## src/rtl/dbt_pkg.sv

```systemverilog
package dbt_pkg;
  localparam int unsigned DW = 8;          // base data bits
  localparam int unsigned FW = DW + 4;     // start + data + ninth + two stop
  localparam int unsigned CW = $clog2(FW);

  typedef struct packed {
    logic          ext;
    logic [DW-1:0] low;
  } char_t;
endpackage

```

## src/rtl/dbt_hold.sv

```systemverilog
module dbt_hold
  import dbt_pkg::*;
(
  input  logic  clk_i,
  input  logic  rst_ni,
  input  logic  active_i,
  input  logic  wr_i,
  input  char_t wr_char_i,
  input  logic  shift_free_i,
  output logic  load_o,
  output char_t load_char_o,
  output logic  empty_o
);
  logic  valid_q;
  char_t data_q;
  logic  empty_q;

  // direct load when nothing is pending, else drain the holding register
  assign load_o      = active_i & shift_free_i & (valid_q | wr_i);
  assign load_char_o = valid_q ? data_q : wr_char_i;
  assign empty_o     = empty_q;

  always_ff @(posedge clk_i or negedge rst_ni) begin
    if (!rst_ni) begin
      valid_q <= 1'b0;
      data_q  <= '0;
      empty_q <= 1'b0;
    end else begin
      empty_q <= active_i & ~valid_q;
      if (!active_i) begin
        valid_q <= 1'b0;
      end else if (wr_i && (valid_q || !shift_free_i)) begin
        valid_q <= 1'b1;
        data_q  <= wr_char_i;
      end else if (valid_q && shift_free_i) begin
        valid_q <= 1'b0;
      end
    end
  end


  wr_lat_chk: assert property (@(posedge clk_i) disable iff (!rst_ni)
    (active_i && wr_i && !shift_free_i) ##1 active_i |=> !empty_q);


  hold_abort_chk: assert property (@(posedge clk_i) disable iff (!rst_ni)
    !active_i |=> (!valid_q && !empty_q));
endmodule

```

## src/rtl/dbt_shift.sv

```systemverilog
module dbt_shift
  import dbt_pkg::*;
(
  input  logic  clk_i,
  input  logic  rst_ni,
  input  logic  active_i,
  input  logic  tick_i,
  input  logic  load_i,
  input  char_t load_char_i,
  input  logic  nine_i,
  input  logic  two_i,
  output logic  free_o,
  output logic  busy_o,
  output logic  line_o
);
  logic          busy_q;
  logic [FW-1:0] sh_q;
  logic [CW-1:0] cnt_q;
  logic [CW-1:0] last_q;
  logic          last_bit;

  assign last_bit = busy_q & tick_i & (cnt_q == last_q);
  assign free_o   = ~busy_q | last_bit;
  assign busy_o   = busy_q;
  assign line_o   = ~busy_q | sh_q[0];

  always_ff @(posedge clk_i or negedge rst_ni) begin
    if (!rst_ni) begin
      busy_q <= 1'b0;
      sh_q   <= '1;
      cnt_q  <= '0;
      last_q <= '0;
    end else if (!active_i) begin
      busy_q <= 1'b0;
      sh_q   <= '1;
      cnt_q  <= '0;
    end else if (load_i) begin
      busy_q <= 1'b1;
      sh_q   <= {2'b11, (nine_i ? load_char_i.ext : 1'b1), load_char_i.low, 1'b0};
      cnt_q  <= '0;
      last_q <= CW'(DW + 1) + CW'(nine_i) + CW'(two_i);
    end else if (last_bit) begin
      busy_q <= 1'b0;
    end else if (busy_q && tick_i) begin
      sh_q  <= {1'b1, sh_q[FW-1:1]};
      cnt_q <= cnt_q + 1'b1;
    end
  end


  start_chk: assert property (@(posedge clk_i) disable iff (!rst_ni)
    load_i |=> (busy_q && !line_o));


  bit_hold_chk: assert property (@(posedge clk_i) disable iff (!rst_ni)
    (active_i && busy_q && !tick_i && !load_i) |=> $stable(line_o));


  cnt_range_chk: assert property (@(posedge clk_i) disable iff (!rst_ni)
    busy_q |-> (cnt_q <= last_q));


  shift_abort_chk: assert property (@(posedge clk_i) disable iff (!rst_ni)
    !active_i |=> (!busy_q && line_o));
endmodule

```

## src/rtl/dbt_tx.sv

```systemverilog
module dbt_tx
  import dbt_pkg::*;
(
  input  logic          clk_i,
  input  logic          rst_ni,
  input  logic          tx_en_i,
  input  logic          port_en_i,
  input  logic          sync_sel_i,
  input  logic          nine_bit_i,
  input  logic          two_stop_i,
  input  logic          invert_i,
  input  logic          irq_en_i,
  input  logic          baud_tick_i,
  input  logic          wr_i,
  input  logic [DW-1:0] wr_data_i,
  input  logic          wr_bit8_i,
  output logic          tx_o,
  output logic          buf_empty_o,
  output logic          irq_o,
  output logic          busy_o
);
  logic  active;
  logic  shift_free, load, empty, line;
  char_t wr_char, load_char;

  assign active  = tx_en_i & port_en_i & ~sync_sel_i;
  assign wr_char = '{ext: wr_bit8_i, low: wr_data_i};

  dbt_hold u_hold (
    .clk_i       (clk_i),
    .rst_ni      (rst_ni),
    .active_i    (active),
    .wr_i        (wr_i),
    .wr_char_i   (wr_char),
    .shift_free_i(shift_free),
    .load_o      (load),
    .load_char_o (load_char),
    .empty_o     (empty)
  );

  dbt_shift u_shift (
    .clk_i      (clk_i),
    .rst_ni     (rst_ni),
    .active_i   (active),
    .tick_i     (baud_tick_i),
    .load_i     (load),
    .load_char_i(load_char),
    .nine_i     (nine_bit_i),
    .two_i      (two_stop_i),
    .free_o     (shift_free),
    .busy_o     (busy_o),
    .line_o     (line)
  );

  assign tx_o        = line ^ invert_i;
  assign buf_empty_o = empty;
  assign irq_o       = empty & irq_en_i;


  idle_pol_chk: assert property (@(posedge clk_i) disable iff (!rst_ni)
    !busy_o |-> (tx_o == ~invert_i));
endmodule

```

## config.mk

```make
export PLATFORM = sky130hd
export DESIGN_NAME = dbt_tx
export DESIGN_NICKNAME = d
export VERILOG_FILES = /design/src/rtl/dbt_pkg.sv /design/src/rtl/dbt_hold.sv /design/src/rtl/dbt_shift.sv /design/src/rtl/dbt_tx.sv
export SDC_FILE = /design/constraint.sdc
export NUM_CORES = 1
export LEC_CHECK = 0
export ABC_AREA = 1
export CAP_MARGIN = 20
export CORE_AREA = 5 5 59 61
export CTS_BUF_LIST = sky130_fd_sc_hd__clkbuf_4
export DETAILED_ROUTE_END_ITERATION = 8
export DIE_AREA = 0 0 64 66
export DONT_BUFFER_PORTS = 1
export GPL_TIMING_DRIVEN = 0
export PLACE_DENSITY_LB_ADDON = 0.05
export SYNTH_ARGS = -nofsm -noshare
export SYNTH_HDL_FRONTEND = slang
export SYNTH_SLANG_ARGS = --single-unit
```

## constraint.sdc

```tcl
create_clock -name clk_i -period 2.3 [get_ports clk_i]
set_clock_uncertainty 0.1 [all_clocks]
set_input_delay 0.46 -clock clk_i [delete_from_list [all_inputs] [get_ports clk_i]]
set_output_delay 0.46 -clock clk_i [all_outputs]
set_load 0.05 [all_outputs]
```

== Yosys cells after proc, flatten, opt, wreduce, memory -nomap -nowiden ==
Cells that the tools add are included.
Storage, ports and cells
  register bits: 32
  bits of input ports: 20
  word-level logic and storage cells: 55
  output and inout port bits: 4
Operators by class
  multiplexer cells: 16
  add/sub/neg operators: 3
  reduce and logical (&&, ||, !) cells: 8
  bitwise logic cells: 15
  equal/unequal tests: 5
Operators with widths (number)
  12-bit two-way mux: 4
  4-bit two-way mux: 4
  9-bit two-way mux: 1
  1-bit AND: 8
  1-bit two-way mux: 7
  3-bit by 2-bit != test with 1-bit output, second input constant: 2
  3-bit != test, second input constant: 2
  2-bit AND reduction: 3
  4-bit by 1-bit adder with 4-bit output: 1
  4-bit by 1-bit adder with 4-bit output, first input constant: 1
  4-bit by 1-bit adder with 4-bit output, second input constant: 1
  4-bit == test: 1
  1-bit logical AND: 3
  1-bit NOT: 3
  1-bit bitwise OR: 3
  1-bit logical NOT: 1
  1-bit logical OR: 1
  1-bit XOR: 1

== Logic depth before layout (Yosys ltp) ==
Gate-level depths: netlist of the first run.
  depth in word-level cells: 8
  gate-level depth with buffers: 12
  mapped depth without buffers: 11

== Cells and area by module ==
A second synthesis of the first run with hierarchy kept.
Second synthesis, totals
  cell total of the unflattened synthesis: 228
  area total of the unflattened synthesis: 1652.8 µm²
Modules (own cells, without submodules)
  dbt_shift: instances 1, cells each 141, area each 1049.8 µm², seq. area each 462.9 µm²
  dbt_hold: instances 1, cells each 78, area each 569.3 µm², seq. area each 275.3 µm²
  dbt_tx: instances 1, cells each 9, area each 33.8 µm², seq. area each 0.0 µm²

== Least setup slack after synthesis of the first run ==
OpenSTA, ideal clock, no wires.
  path type: register -> output
  start: register u_shift.busy_q (netlist: u_shift.busy_o)
  end: output tx_o
  path buffers: 0
  path slack: 0.142 ns
  data required time: 1.740 ns
  cell stages (with the launch flop): 3
  data arrival time: 1.598 ns
  cells stage by stage: dfrtp_1 nand2_1 xor2_1
Between the ends
  longest elaborated chain between the ends: 3
RTL lines
  from (decl): line dbt_shift.sv:16  | logic busy_q;
  from (signal assigned): line dbt_shift.sv:29  | busy_q <= 1'b0;
  from (signal assigned): line dbt_shift.sv:34  | busy_q <= 1'b0;
  from (signal assigned): line dbt_shift.sv:38  | busy_q <= 1'b1;
  1-bit NOT: line dbt_shift.sv:25  | assign line_o = ~busy_q | sh_q[0];
  1-bit bitwise OR: line dbt_shift.sv:25
  1-bit XOR: line dbt_tx.sv:55  | assign tx_o = line ^ invert_i;
  to (decl): line dbt_tx.sv:17  | output logic tx_o,
No other way between the ends.

== Final worst setup path of the first run ==
Ends and elaborated chain as after synthesis.

==> impl_metrics.py, run 1 <==
metrics = {
    "final_layout": {
        "diodes": 0,
        "area_growth_pct": 8.62,
        "final_cell_mix": "nand2_1 (66), inv_1 (21), nand3_1 (21)",
        "fin_area_um2": 1770,
        "fin_nets": 232,
        "drive_above_1_share_pct": 22.3,
        "layout_commonest_cell": "nand2_1",
    },
    "placed_design": {
        "port_buffers": 0,
        "pre_cts_slack_ns": 0.0456,
        "gp_congestion": 0.803,
        "hpwl_mm": 2.34,
        "dpl-instance-area_um2": 1670,
    },
    "worst_hold_path": {
        "hold_class": "input port to flip-flop",
        "worstHoldStart": "wr_data_i[5]",
        "whs_path_depth": 2,
        "worstHoldEndpoint": "u_hold.data_q[5]$_DFFE_PN0P_",
    },
    "critical_path": {
        "crit_path_start_kind": "flip-flop",
        "required_ns": 1.74,
        "reg2reg_slack_ns": 0.50,
        "crit_type": "flip-flop to output port",
        "critPathMaxFanout": 5,
        "cp.arrival_ns": 1.58,
        "r2r_cells": 8,
        "r2r_end": "u_hold.data_q[2]$_DFFE_PN0P_",
        "cp-end-kind": "output port",
        "r2r_start": "u_shift.busy_o$_DFFE_PN0P_",
    },
    "grt": {
        "antenna_found_initial": 0,
        "top_usage_layer": "met2",
        "grt_usage_pct": 17.8,
        "use_met1_pct": 20.6,
        "grt_pass1_vias": 1264,
        "grt_pass1_wl_mm": 5.75,
        "grt-ovfl-total": 0,
        "met2_usage_pct": 30.0,
        "grtUsageMet3_pct": 5.44,
        "grt_max_degree": 30,
    },
    "floorplanning": {
        "io_pins": 24,
        "start_util_pct": 55.5,
        "placementRows": 20,
        "die_w_um": 64,
        "die_y_um": 66,
        "dieArea_um2": 4220,
        "core_um2": 2930,
    },
    "clocking": {
        "htreeDepth": 2,
        "cts_tree": "yes",
        "clock_sinks": 29,
        "clockRootBuffer": "clkbuf_4",
        "cts-buffers-inserted": 5,
        "postCtsSetupBuffers": 0,
        "clk_pin_slew_ns": 0.09,
        "clockBufferDepth": 2,
        "insertion_delay_ns": 0.33,
    },
    "synth": {
        "ys_seq_elements": 29,
        "synth_nets": 223,
        "yosysSeqAreaShare_pct": 45.4,
        "syn_inst": 201,
        "synth.yosys.warnings": 0,
        "syn_area_per_cell_um2": 8.09,
        "syn_area_um2": 1630,
        "synthDistinctLibCells": 25,
    },
    "power_and_ir_drop": {
        "leakage_uw": 0.000856,
        "vdd_drop_max_v": 0.000441,
        "p_clk_share_pct": 31.9,
        "p_int_uw": 757,
        "power_density_nw_per_um2": 588,
        "p_total_uw": 1040,
        "p_seq_share_pct": 55.7,
        "combPwrFrac_pct": 12.4,
        "sw_frac_of_total_pct": 27.1,
        "switchingPower_uw": 281,
    },
    "route": {
        "drt_iter0_markers": 92,
        "num_vias": 1261,
        "drt_first_pass_iters": 4,
        "wire_per_inst_um": 12.9,
        "drc": 0,
        "via_per_inst": 5.17,
        "wl_mm": 3.16,
        "postRouteAntennaNets": 0,
    },
    "sta": {
        "worst_pin_slew_ns": 0.613,
        "period_share_pct": 93.1,
        "setup_viol": 0,
        "tns_ns": 0,
        "hold_ws_ns": 0.176,
        "fin_crit_ns": 2.14,
        "clock.fmax_mhz": 467,
        "rsz0062_at_grt": "no",
        "final_max_slew_viol_count": 0,
        "slew_headroom_pct": 59.1,
        "hold_violations": 0,
        "setup_ws_ns": 0.159,
    },
    "run_status": {
        "status": "finished clean",
    },
    "flow_run": {
        "drv_cap": 0,
    },
}
==> critical path, cell delays in order (launching register included) <==
cell and delay [ns]:
dfrtp_2 0.59, nand2_1 0.15, xor2_2 0.52
==> repair_timing <==
item | 4_1_cts | 5_1_grt
hold endpoints to repair | 29 | 0
resized for setup | 2 | 0
setup endpoints to repair | 1 | 0
hold buffers | 2 | 0
==> cell type report <==
type,instances,area (µm²)
Timing Repair Buffer,2,30.0
Buffer,8,56.3
Clock buffer,8,60.1
Fill cell,275,1160
Inverter,22,82.6
Sequential cell,29,739
Multi-Input combinational cell,142,756
Tap cell,33,41.3
==> power by group through the flow <==
stage,Combinational [µW],Clock [µW],Sequential (µW)
4_1_cts,131,343,578
2_1_floorplan,98.3,0,581
3_5_place_dp,115,0,587
6_report,129,331,578
3_3_place_gp,111,0,585
5_1_grt,148,369,583
==> worst max path at each step <==
stage | start | to | slack, ns | cells past startpoint
detailed placement | u_shift.busy_o$_DFFE_PN0P_ | tx_o | 0.05 | 2
CTS | u_shift.busy_o$_DFFE_PN0P_ | tx_o | 0.13 | 2
global route | u_shift.busy_o$_DFFE_PN0P_ | tx_o | 0.07 | 2
finish | u_shift.busy_o$_DFFE_PN0P_ | tx_o | 0.16 | 2
global placement | u_shift.busy_o$_DFFE_PN0P_ | tx_o | 0.07 | 2
floorplan | u_shift.busy_o$_DFFE_PN0P_ | tx_o | 0.14 | 2
==> synthesized netlist by cell type (all sizes together) <==
| cell | number | area [µm²] |
|---|---|---|
| buf | 6 | 48.8 |
| dfstp | 10 | 263 |
| inv | 22 | 82.6 |
| ha | 2 | 25.0 |
| clkbuf | 2 | 7.51 |
| nor2 | 12 | 65.1 |
| nand2 | 68 | 270 |
| o21ai | 21 | 143 |
| a21oi | 1 | 5.00 |
| dfrtp | 19 | 475 |
| o21bai | 1 | 7.51 |
| nand4 | 8 | 50.1 |
| xor2 | 4 | 35.0 |
| nand3 | 24 | 143 |
| nor3 | 1 | 5.00 |
==> per-layer routing <==
metal | vias up | wire, µm
met1 | 563 | 1410
li1 | 669 | -
met4 | 0 | 56
met2 | 24 | 1560
met5 | - | 0
met3 | 5 | 133
==> registers in the layout (all words and copies together), names as in the netlist <==
signal,count
u_shift.last_q,3
u_shift.cnt_q,4
u_hold.data_q,9
u_shift.sh_q,10
u_shift.busy_o,1
u_hold.valid_q,1
u_hold.empty_o,1
==> through the flow <==
step	cells	utilization [%]
finish	244	60.3
global route	244	60.3
CTS	244	60.3
detailed placement	234	56.9
global placement	234	56.9
floorplan	201	-
==> kinds of logic (layout without fill, tap and decap cells) <==
kind of cell	after synthesis	after routing	share of synthesized area, %
AOI/OAI and AO/OA	23	23	9.55
xor gates and xnor gates	4	4	2.16
adders and majority gates	2	2	1.54
buffers and inverters	30	40	8.54
DFF	29	29	45.4
and+or+nand+nor	113	113	32.8
(Power assumes the default switching activity.)
==> run 2, diff against run 1 <==
- PLACE_DENSITY_LB_ADDON: 0.05 -> 0.1
==> impl_metrics.py, run 2 (synthesis gave the netlist of run 1 again) <==
metrics = {
    "sta": {
        "fin_crit_ns": 2.15,
        "tns_ns": 0,
        "slew_headroom_pct": 59.5,
        "hold_violations": 0,
        "period_share_pct": 93.5,
        "setup_viol": 0,
        "setup_ws_ns": 0.150,
        "final_max_slew_viol_count": 0,
        "hold_ws_ns": 0.173,
        "worst_pin_slew_ns": 0.607,
        "clock.fmax_mhz": 465,
        "rsz0062_at_grt": "no",
    },
    "clocking": {
        "clock_sinks": 29,
        "clk_pin_slew_ns": 0.09,
        "cts-buffers-inserted": 5,
        "htreeDepth": 2,
        "cts_tree": "yes",
        "clockBufferDepth": 2,
        "clockRootBuffer": "clkbuf_4",
        "insertion_delay_ns": 0.33,
    },
    "route": {
        "via_per_inst": 5.32,
        "num_vias": 1299,
        "drc": 0,
        "drt_iter0_markers": 66,
        "wl_mm": 3.26,
        "wire_per_inst_um": 13.3,
        "drt_first_pass_iters": 4,
        "postRouteAntennaNets": 0,
    },
    "final_layout": {
        "seqCellArea_um2": 739,
        "final_cell_mix": "nand2_1 (66), inv_1 (21), nand3_1 (21)",
        "fillers": 269,
        "fin_area_um2": 1760,
        "area_growth_pct": 8.01,
        "top_register": "u_shift.sh_q",
        "diodes": 0,
        "multi_input_area_um2": 756,
        "largest_register_ff_count": 10,
        "biggestRegsByFlops": "u_shift.sh_q (10), u_hold.data_q (9), u_shift.cnt_q (4)",
        "drive_above_1_share_pct": 21.3,
        "fin_nets": 232,
        "layout_commonest_cell": "nand2_1",
    },
    "placed_design": {
        "hpwl_mm": 2.37,
        "port_buffers": 0,
        "pre_cts_slack_ns": 0.0382,
        "dpl-instance-area_um2": 1670,
        "gp_congestion": 0.804,
    },
    "floorplanning": {
        "start_util_pct": 55.5,
        "die_w_um": 64,
        "dieArea_um2": 4220,
        "placementRows": 20,
        "core_um2": 2930,
        "die_y_um": 66,
        "io_pins": 24,
    },
    "critical_path": {
        "critPathMaxFanout": 5,
        "crit_type": "flip-flop to output port",
        "required_ns": 1.74,
        "crit_path_start_kind": "flip-flop",
        "max_stage_delay_ns": 0.60,
        "r2r_end": "u_hold.data_q[8]$_DFFE_PN0P_",
        "cp.arrival_ns": 1.59,
        "path_cells": "nand2_1 > xor2_2",
        "slowest_stage": "dfrtp_2",
        "r2r_start": "u_shift.busy_o$_DFFE_PN0P_",
        "r2r_cells": 8,
        "cp-end-kind": "output port",
        "reg2reg_slack_ns": 0.44,
    },
    "grt": {
        "grt_max_degree": 30,
        "grt_pass1_vias": 1320,
        "antenna_found_initial": 0,
        "grt_pass1_wl_mm": 5.86,
        "met2_usage_pct": 30.9,
        "top_usage_layer": "met2",
        "grtUsageMet3_pct": 5.61,
        "grt_usage_pct": 17.6,
        "grt-ovfl-total": 0,
        "use_met1_pct": 20.1,
    },
    "power_and_ir_drop": {
        "leakage_uw": 0.000850,
        "p_total_uw": 996,
        "power_density_nw_per_um2": 568,
        "vdd_drop_max_v": 0.000441,
    },
    "worst_hold_path": {
        "hold_class": "input port to flip-flop",
        "worstHoldStart": "wr_data_i[3]",
        "worstHoldEndpoint": "u_hold.data_q[3]$_DFFE_PN0P_",
        "whs_path_depth": 2,
    },
    "run_status": {
        "status": "finished clean",
    },
    "flow_run": {
        "drv_cap": 0,
    },
}
run 2: changes by cell type in the layout (fill, tap and decap cells not counted), sizes merged:
cell / before / now
clkinv: 0 / 3
clkbuf: 10 / 7
run 2: how the worst max path moves through the flow:
| stage | startpoint | to | slack (ns) | cells past startpoint |
|---|---|---|---|---|
| floorplan | u_shift.busy_o$_DFFE_PN0P_ | tx_o | 0.14 | 2 |
| global placement | u_shift.busy_o$_DFFE_PN0P_ | tx_o | 0.06 | 2 |
| detailed placement | u_shift.busy_o$_DFFE_PN0P_ | tx_o | 0.04 | 2 |
| CTS | u_shift.busy_o$_DFFE_PN0P_ | tx_o | 0.13 | 2 |
| global route | u_shift.busy_o$_DFFE_PN0P_ | tx_o | 0.11 | 2 |
| finish | u_shift.busy_o$_DFFE_PN0P_ | tx_o | 0.15 | 2 |
run 2: what timing repair did:
| action | in CTS | in global routing |
|---|---|---|
| hold endpoints to repair | 29 | 0 |
| setup buffers | 0 | 0 |
| hold buffers | 2 | 0 |
| setup endpoints to repair | 1 | 0 |
| gates resized for setup | 2 | 0 |
run 2: worst max-delay path: cells and delay by family, from the launching register on:
family | cells | cell delay, ns
flip-flops | 1 | 0.60
AND/OR/NAND/NOR | 1 | 0.15
XOR/XNOR | 1 | 0.51
run 2: cell type report:
type	count	area share (%)
Clock buffer	5	2.14
Tap cell	33	2.35
Inverter	22	4.70
Multi-Input combinational cell	142	43.1
Buffer	8	3.21
Sequential cell	29	42.1
Clock inverter	3	0.713
Timing Repair Buffer	2	1.71
run 2: per-layer routing:
metal	vias to the layer above	wire, µm
li1	669	-
met1	601	1420
met2	23	1660
met3	6	130
met4	0	44
met5	-	0
run 2: per-stage QoR:
| stage | util [%] | instances |
|---|---|---|
| after floorplan | - | 201 |
| after global placement | 56.9 | 234 |
| after detailed placement | 56.9 | 234 |
| after CTS | 60.0 | 244 |
| after global routing | 60.0 | 244 |
| final | 60.0 | 244 |
run 2: power breakdown:
group	internal (µW)	total [µW]	switching, µW	leakage (µW)
combinational	48.2	129	80.6	0.000464
clock	110	289	178	0.0000300
sequential	552	579	27.1	0.000356
total	710	996	286	0.000850
==> run 3, diff against run 2 <==
--- a/config.mk
+++ b/config.mk
@@ -15,3 +15,3 @@
 export GPL_TIMING_DRIVEN = 0
-export PLACE_DENSITY_LB_ADDON = 0.1
+export PLACE_DENSITY = 0.69
 export SYNTH_ARGS = -nofsm -noshare
--- a/constraint.sdc
+++ b/constraint.sdc
@@ -4,2 +4,2 @@
 set_output_delay 0.46 -clock clk_i [all_outputs]
-set_load 0.05 [all_outputs]
+set_load 0.1 [all_outputs]
==> impl_metrics.py, run 3 (synthesis gave the netlist of run 1 again) <==
metrics = {
    "route": {
        "num_vias": 1316,
        "drc": 0,
        "wl_mm": 3.16,
        "via_per_inst": 5.39,
        "wire_per_inst_um": 12.9,
        "drt_iter0_markers": 60,
        "postRouteAntennaNets": 0,
        "drt_first_pass_iters": 4,
    },
    "clocking": {
        "insertion_delay_ns": 0.31,
        "cts-buffers-inserted": 5,
        "clockBufferDepth": 2,
        "cts_tree": "yes",
        "clk_pin_slew_ns": 0.09,
        "clockRootBuffer": "clkbuf_4",
        "clock_sinks": 29,
        "htreeDepth": 2,
    },
    "critical_path": {
        "r2r_cells": 8,
        "r2r_start": "u_shift.busy_o$_DFFE_PN0P_",
        "cp-end-kind": "output port",
        "crit_path_start_kind": "flip-flop",
        "required_ns": 1.74,
        "slowest_stage": "dfrtp_4",
        "critPathMaxFanout": 5,
        "r2r_end": "u_hold.valid_q$_DFFE_PN0P_",
        "max_stage_delay_ns": 0.67,
        "path_cells": "nand2_4 > xor2_4",
        "cp.arrival_ns": 1.68,
        "crit_type": "flip-flop to output port",
        "reg2reg_slack_ns": 0.41,
    },
    "run_status": {
        "status": "finished clean",
    },
    "final_layout": {
        "biggestRegsByFlops": "u_shift.sh_q (10), u_hold.data_q (9), u_shift.cnt_q (4)",
        "drive_above_1_share_pct": 23.7,
        "fin_nets": 232,
        "fillers": 274,
        "fin_area_um2": 1790,
        "area_growth_pct": 10.2,
        "layout_commonest_cell": "nand2_1",
        "multi_input_area_um2": 774,
        "final_cell_mix": "nand2_1 (65), nand3_1 (21), inv_1 (20)",
        "diodes": 0,
        "largest_register_ff_count": 10,
        "top_register": "u_shift.sh_q",
        "seqCellArea_um2": 743,
    },
    "power_and_ir_drop": {
        "leakage_uw": 0.000861,
        "vdd_drop_max_v": 0.000442,
        "power_density_nw_per_um2": 584,
    },
    "placed_design": {
        "hpwl_mm": 2.39,
        "dpl-instance-area_um2": 1690,
        "gp_congestion": 0.795,
        "port_buffers": 0,
        "pre_cts_slack_ns": 0.0934,
    },
    "floorplanning": {
        "placementRows": 20,
        "start_util_pct": 55.5,
        "core_um2": 2930,
        "die_y_um": 66,
        "dieArea_um2": 4220,
        "die_w_um": 64,
        "io_pins": 24,
    },
    "grt": {
        "grt_pass1_vias": 1363,
        "grt-ovfl-total": 0,
        "grt_max_degree": 30,
        "grt_pass1_wl_mm": 5.86,
        "antenna_found_initial": 0,
        "grt_usage_pct": 17.4,
    },
    "sta": {
        "period_share_pct": 97.5,
        "worst_pin_slew_ns": 0.701,
        "rsz0062_at_grt": "yes",
        "tns_ns": 0,
        "setup_ws_ns": 0.0566,
        "hold_ws_ns": 0.196,
        "clock.fmax_mhz": 446,
        "hold_violations": 0,
        "fin_crit_ns": 2.24,
        "setup_viol": 0,
        "final_max_slew_viol_count": 0,
        "slew_headroom_pct": 53.2,
    },
    "flow_run": {
        "drv_cap": 0,
    },
    "worst_hold_path": {
        "whs_path_depth": 2,
        "worstHoldEndpoint": "u_hold.data_q[8]$_DFFE_PN0P_",
        "worstHoldStart": "wr_bit8_i",
        "hold_class": "input port to flip-flop",
    },
}
==> run 3: how the worst max path moves through the flow <==
stage,cells past startpoint,from,slack (ns),to
2_1_floorplan,2,u_hold.empty_o$_DFF_PN0_,0.11,irq_o
3_3_place_gp,2,u_hold.empty_o$_DFF_PN0_,0.09,irq_o
3_5_place_dp,2,u_hold.empty_o$_DFF_PN0_,0.09,irq_o
4_1_cts,2,u_shift.busy_o$_DFFE_PN0P_,0.003,tx_o
5_1_grt,2,u_shift.busy_o$_DFFE_PN0P_,-0.01,tx_o
6_report,2,u_shift.busy_o$_DFFE_PN0P_,0.06,tx_o
==> run 3: repair_timing <==
action                     CTS  global route
pin swaps                    1             2
setup buffers                0             0
gates resized for setup      4             1
hold buffers                 2             0
hold endpoints to repair    29             0
setup endpoints to repair    2             2
==> run 3: cell type report <==
class                           count  share of cell area (%)
Buffer                              8                    3.14
Clock buffer                        8                    3.35
Inverter                           22                    4.82
Multi-Input combinational cell    142                    43.2
Sequential cell                    29                    41.5
Tap cell                           33                    2.30
Timing Repair Buffer                2                    1.68
==> run 3: critical path, delay by kind of cell (launching register included) <==
family | cells | cell delay, ns
AND/OR/NAND/NOR | 1 | 0.10
flip-flops | 1 | 0.67
XOR/XNOR | 1 | 0.60
==> run 3: metrics by stage <==
stage	power [µW]	util, %	std cells
2_1_floorplan	692	-	201
3_3_place_gp	707	57.6	234
3_5_place_dp	715	57.6	234
4_1_cts	1060	61.1	244
5_1_grt	1110	61.2	244
6_report	1050	61.2	244
==> run 3: per-layer routing <==
metal | vias up | wire (µm) | global-route usage (%) | share of wire [%]
met4 | 0 | 19 | 6.23 | 0.60
met1 | 616 | 1280 | 18.9 | 41
met3 | 2 | 171 | 4.93 | 5.4
met5 | - | 0 | 0 | 0
li1 | 670 | - | - | -
met2 | 28 | 1690 | 31.9 | 53
==> run 3: report_power, final <==
group	internal, µW	total, µW	switching (µW)
Sequential	552	585	32.4
Combinational	49.3	137	87.2
Clock	157	325	168
Total	759	1050	288
